$ cat config.mk
export PLATFORM = sky130hd
export DESIGN_NAME = csync_gen
export DESIGN_NICKNAME = d
export VERILOG_FILES = /design/src/rtl/csync_pkg.sv /design/src/rtl/csync_fall_detect.sv /design/src/rtl/csync_window.sv /design/src/rtl/csync_gen.sv
export SDC_FILE = /design/constraint.sdc
export NUM_CORES = 1
export LEC_CHECK = 0
export BUFFER_PORTS_ARGS = -buffer_cell sky130_fd_sc_hd__buf_2
export CAP_MARGIN = 0
export CORE_ASPECT_RATIO = 1.75
export CORE_MARGIN = 2
export CORE_UTILIZATION = 30
export DETAILED_ROUTE_END_ITERATION = 7
export GPL_TIMING_DRIVEN = 0
export SETUP_SLACK_MARGIN = 0.2
export SLEW_MARGIN = 20
export SYNTH_ARGS = -nofsm -noshare
export SYNTH_HDL_FRONTEND = slang
export SYNTH_SLANG_ARGS = --single-unit
$ cat constraint.sdc
create_clock -name clk -period 1.7 [get_ports clk]
set_input_delay 0.17 -clock clk [delete_from_list [all_inputs] [get_ports clk]]
set_output_delay 0.17 -clock clk [all_outputs]
set_load 0.01 [all_outputs]
$ cat src/rtl/csync_pkg.sv
package csync_pkg;
    typedef enum logic [1:0] {
        W_IDLE  = 2'd0,
        W_LEAD  = 2'd1,
        W_PULSE = 2'd2,
        W_TAIL  = 2'd3
    } win_state_t;
endpackage

$ cat src/rtl/csync_fall_detect.sv
module csync_fall_detect (
    input  logic clk,
    input  logic rst_n,
    input  logic en,
    input  logic sig,
    output logic fall
);
    logic sig_q;

    always_ff @(posedge clk or negedge rst_n) begin
        if (!rst_n)  sig_q <= 1'b0;
        else if (en) sig_q <= sig;
    end

    // Value of the previous character was high, the current one is low.
    assign fall = en & sig_q & ~sig;
endmodule

$ cat src/rtl/csync_window.sv
module csync_window
    import csync_pkg::*;
#(
    parameter int DELAY = 2,
    parameter int WIDTH = 4
) (
    input  logic clk,
    input  logic rst_n,
    input  logic active,
    input  logic adv,
    output logic pulse
);
    localparam int LIMIT = DELAY + WIDTH;
    localparam int CW    = $clog2(LIMIT + 1);

    win_state_t    state_q, state_d;
    logic [CW-1:0] cnt_q, cnt_d, cnt_inc;

    function automatic win_state_t classify(input logic [CW-1:0] c);
        if (int'(c) < DELAY)      return W_LEAD;
        else if (int'(c) < LIMIT) return W_PULSE;
        else                      return W_TAIL;
    endfunction

    // Saturating increment: the count never wraps back into the window.
    assign cnt_inc = (int'(cnt_q) >= LIMIT) ? cnt_q : cnt_q + CW'(1);

    always_comb begin
        state_d = state_q;
        cnt_d   = cnt_q;
        unique case (state_q)
            W_IDLE: begin
                if (active) begin
                    cnt_d   = adv ? CW'(1) : '0;
                    state_d = classify(cnt_d);
                end
            end
            W_LEAD, W_PULSE, W_TAIL: begin
                if (!active) begin
                    cnt_d   = '0;
                    state_d = W_IDLE;
                end else if (adv) begin
                    cnt_d   = cnt_inc;
                    state_d = classify(cnt_d);
                end
            end
            default: begin
                cnt_d   = '0;
                state_d = W_IDLE;
            end
        endcase
    end

    always_ff @(posedge clk or negedge rst_n) begin
        if (!rst_n) begin
            state_q <= W_IDLE;
            cnt_q   <= '0;
        end else begin
            state_q <= state_d;
            cnt_q   <= cnt_d;
        end
    end

    // Output is gated by the live input so an early end truncates at once.
    always_comb begin
        pulse = active && (state_q == W_PULSE);
    end
endmodule

$ cat src/rtl/csync_gen.sv
module csync_gen #(
    parameter int H_DELAY = 2,
    parameter int H_WIDTH = 4,
    parameter int V_DELAY = 2,
    parameter int V_WIDTH = 2
) (
    input  logic clk,
    input  logic rst_n,
    input  logic char_en,
    input  logic hsync_in,
    input  logic vsync_in,
    output logic csync_n,
    output logic force_black
);
    logic line_tick;
    logic h_pulse;
    logic v_pulse;

    csync_fall_detect u_line (
        .clk   (clk),
        .rst_n (rst_n),
        .en    (char_en),
        .sig   (hsync_in),
        .fall  (line_tick)
    );

    csync_window #(.DELAY(H_DELAY), .WIDTH(H_WIDTH)) u_hwin (
        .clk    (clk),
        .rst_n  (rst_n),
        .active (hsync_in),
        .adv    (char_en),
        .pulse  (h_pulse)
    );

    csync_window #(.DELAY(V_DELAY), .WIDTH(V_WIDTH)) u_vwin (
        .clk    (clk),
        .rst_n  (rst_n),
        .active (vsync_in),
        .adv    (line_tick),
        .pulse  (v_pulse)
    );

    assign force_black = hsync_in;
    assign csync_n     = ~(h_pulse | v_pulse);
endmodule

==> flow_summary.toml <==
[outcome]
outcome = "completed"

[placement]
port_buffers = 5
dpl_cell_area_um2 = 754
gp_congestion = 0.742
dp.cells = 103
post-dp-hpwl_mm = 1.14
dp_worst_setup_slack_ns = 0.0652

[worst_setup_path]
rr_endpoint = "u_hwin.state_q[0]$_DFFE_PN0P_"
startpoint_type = "flop"
reg2regPathDepth = 7
critPathRequiredTime_ns = 1.85
path_class = "reg -> reg"
reg2reg_slack_ns = 0.24
critPathArrivalTime_ns = 1.61
crit_path_end_kind = "flop"
rr_startpoint = "u_hwin.cnt_q[1]$_DFFE_PN0P_"
critPathMaxFanout = 4

[logic_synthesis]
syn_nets = 82
synth_cell_type_count = 29
yosysSeqAreaShare = 0.394
synth_top_area_frac = 0.394
synth_seq_cells = 11
syn_inst = 73
yosys_warnings = 0
synth.area.top_cells = "dfrtp_1 (39%), ha_1 (7.2%), o21ai_0 (5.0%)"
syn_area_um2 = 698
yosysTopAreaCell = "dfrtp_1"
syn_avg_cell_area_um2 = 9.56

[floorplan]
start_util = 0.311
rows = 23
core-area_um2 = 2240
fp.dieW_um = 40.5
die_h_um = 67.8
die-area_um2 = 2740
io-pin-count = 7

[timing]
hold_viol = 0
setup_viol = 0
max_freq_mhz = 684
post-route-period-util = 0.860
fin_ws_ns = 0.239
max-slew-margin-rel = 0.755
worst_pin_slew_ns = 0.366
fin_hold_ws_ns = 0.277
fin_skew_ns = 0.000849
rsz0062_at_grt = "true"
period_needed_ns = 1.46
slew_viol_final = 0
fin_tns_setup_ns = 0

[grt]
grt_pass1_wl_mm = 2.39
grt.total_usage = 0.131
antenna_found_initial = 0
grt_pass1_vias = 580
grt_max_degree = 12
grt-ovfl-total = 0

[layout]
finalNetCount = 98
final_common_cell = "dfrtp_1"
post-route-util = 0.386
synthToLayoutAreaGrowth_pct = 24.2
design_area_um2 = 867
num_antenna_cells = 0
final_cells = 113
drive_gt1_frac = 0.273
layout_common_cells = "dfrtp_1 (11), nand2_1 (8), buf_2 (6), buf_4 (6), o21ai_0 (5)"

[detailed_routing]
wl_mm = 1.62
first_iter_violations = 13
wl_per_cell_um = 14.3
drc = 0
firstDrtPassIters = 4
vias = 607
viasPerCell = 5.37
drt.antenna.violating_nets = 0

[hold_path]
holdPathStages = 2
hold_start = "vsync_in"
min_to = "u_vwin.cnt_q[1]$_DFFE_PN0P_"
hp-class = "in -> reg"

[power_and_ir_drop]
power.leakage_nw = 0.369
peakVddDrop_v = 0.000285
total_power_mw = 0.771
power.density_nw_per_um2 = 890

[cts]
cts.sinks = 11
cts_tree = "built"
numCtsBuffers = 3
clk_latency_ns = 0.23
clk_pin_slew_ns = 0.05
cts_root_buf = "clkbuf_8"
htree_levels = 1
clockBufferDepth = 2

[run]
drv_cap = 0
## layer usage
layer,track usage,share of wire,up-vias
li1,-,-,298
met1,0.125,0.37,299
met2,0.236,0.60,8
met3,0.0292,0.018,2
met4,0.0750,0.015,0
met5,0,0,-
## worst max-delay path, cell delays in order, from the launching register on
cell and delay, ns:
dfrtp_1 0.44, ha_4 0.20, nand3b_1 0.11, o21ai_2 0.09
ha_1 0.27, nand2_1 0.06, o21ai_1 0.06, a21boi_1 0.16
## how the worst max path moves through the flow
stage                                            from                       endpoint  slack (ns)  cells after the start
final                     u_hwin.cnt_q[1]$_DFFE_PN0P_  u_hwin.state_q[0]$_DFFE_PN0P_        0.24                      7
after global routing      u_hwin.cnt_q[1]$_DFFE_PN0P_  u_hwin.state_q[0]$_DFFE_PN0P_        0.11                      7
after CTS                 u_hwin.cnt_q[0]$_DFFE_PN0P_  u_hwin.state_q[0]$_DFFE_PN0P_        0.21                      6
after detailed placement  u_hwin.cnt_q[1]$_DFFE_PN0P_  u_hwin.state_q[0]$_DFFE_PN0P_        0.07                      6
after global placement    u_hwin.cnt_q[0]$_DFFE_PN0P_  u_hwin.state_q[0]$_DFFE_PN0P_        0.16                      6
after floorplan           u_hwin.cnt_q[0]$_DFFE_PN0P_  u_hwin.state_q[0]$_DFFE_PN0P_        0.33                      7
## synthesized netlist by cell type (all sizes together)
library cell and count:
a21boi 2, a21oi 5, a31oi 1, and3b 1, buf 3, clkbuf 1
dfrtp 11, ha 4, inv 3, mux2 1, mux2i 3, nand2 8
nand3 3, nand3b 2, nor2 3, nor2b 1, nor4 1, nor4b 1
nor4bb 1, o21ai 7, o22a 1, o22ai 2, o2bb2ai 3, o31ai 1
o41ai 1, or2 1, or3 2
## logic make-up after synthesis
logic type                 after synthesis  share of synthesized area
and+or+nand+nor                         24                      0.210
AOI/OAI and AO/OA                       23                      0.208
DFF                                     11                      0.394
buffers and inverters                    7                     0.0573
muxes                                    4                     0.0591
adders and majority gates                4                     0.0717
## registers in the layout, summed over array words and instances, names as in the netlist
signal	flops
u_hwin.cnt_q	3
u_vwin.cnt_q	3
u_hwin.state_q	2
u_vwin.state_q	2
u_line.sig_q	1
## cell type report
cell class | instances | area, um^2
flip-flops and latches | 11 | 275
inverters | 3 | 11.3
repair buffers | 11 | 72.6
well taps | 25 | 31.3
plain buffers | 4 | 28.8
clock buffers | 4 | 45.0
multi-input cells | 55 | 403
fillers | 234 | 1380
## report_power, final
part	switching (mW)	total, mW	internal (mW)
clock network	0.0895	0.253	0.164
registers	0.0320	0.318	0.286
logic	0.0961	0.200	0.104
total	0.218	0.771	0.554
## repair_timing
| item | 4_1_cts | 5_1_grt |
|---|---|---|
| hold endpoints to repair | 11 | 0 |
| gates cloned | 0 | 0 |
| hold buffers | 1 | 0 |
| endpoints found under the setup margin | 1 | 1 |
| resized for setup | 2 | 5 |
| setup buffers | 0 | 5 |
| pin swaps | 1 | 3 |
No activity file was read; power rests on OpenSTA's default activity.
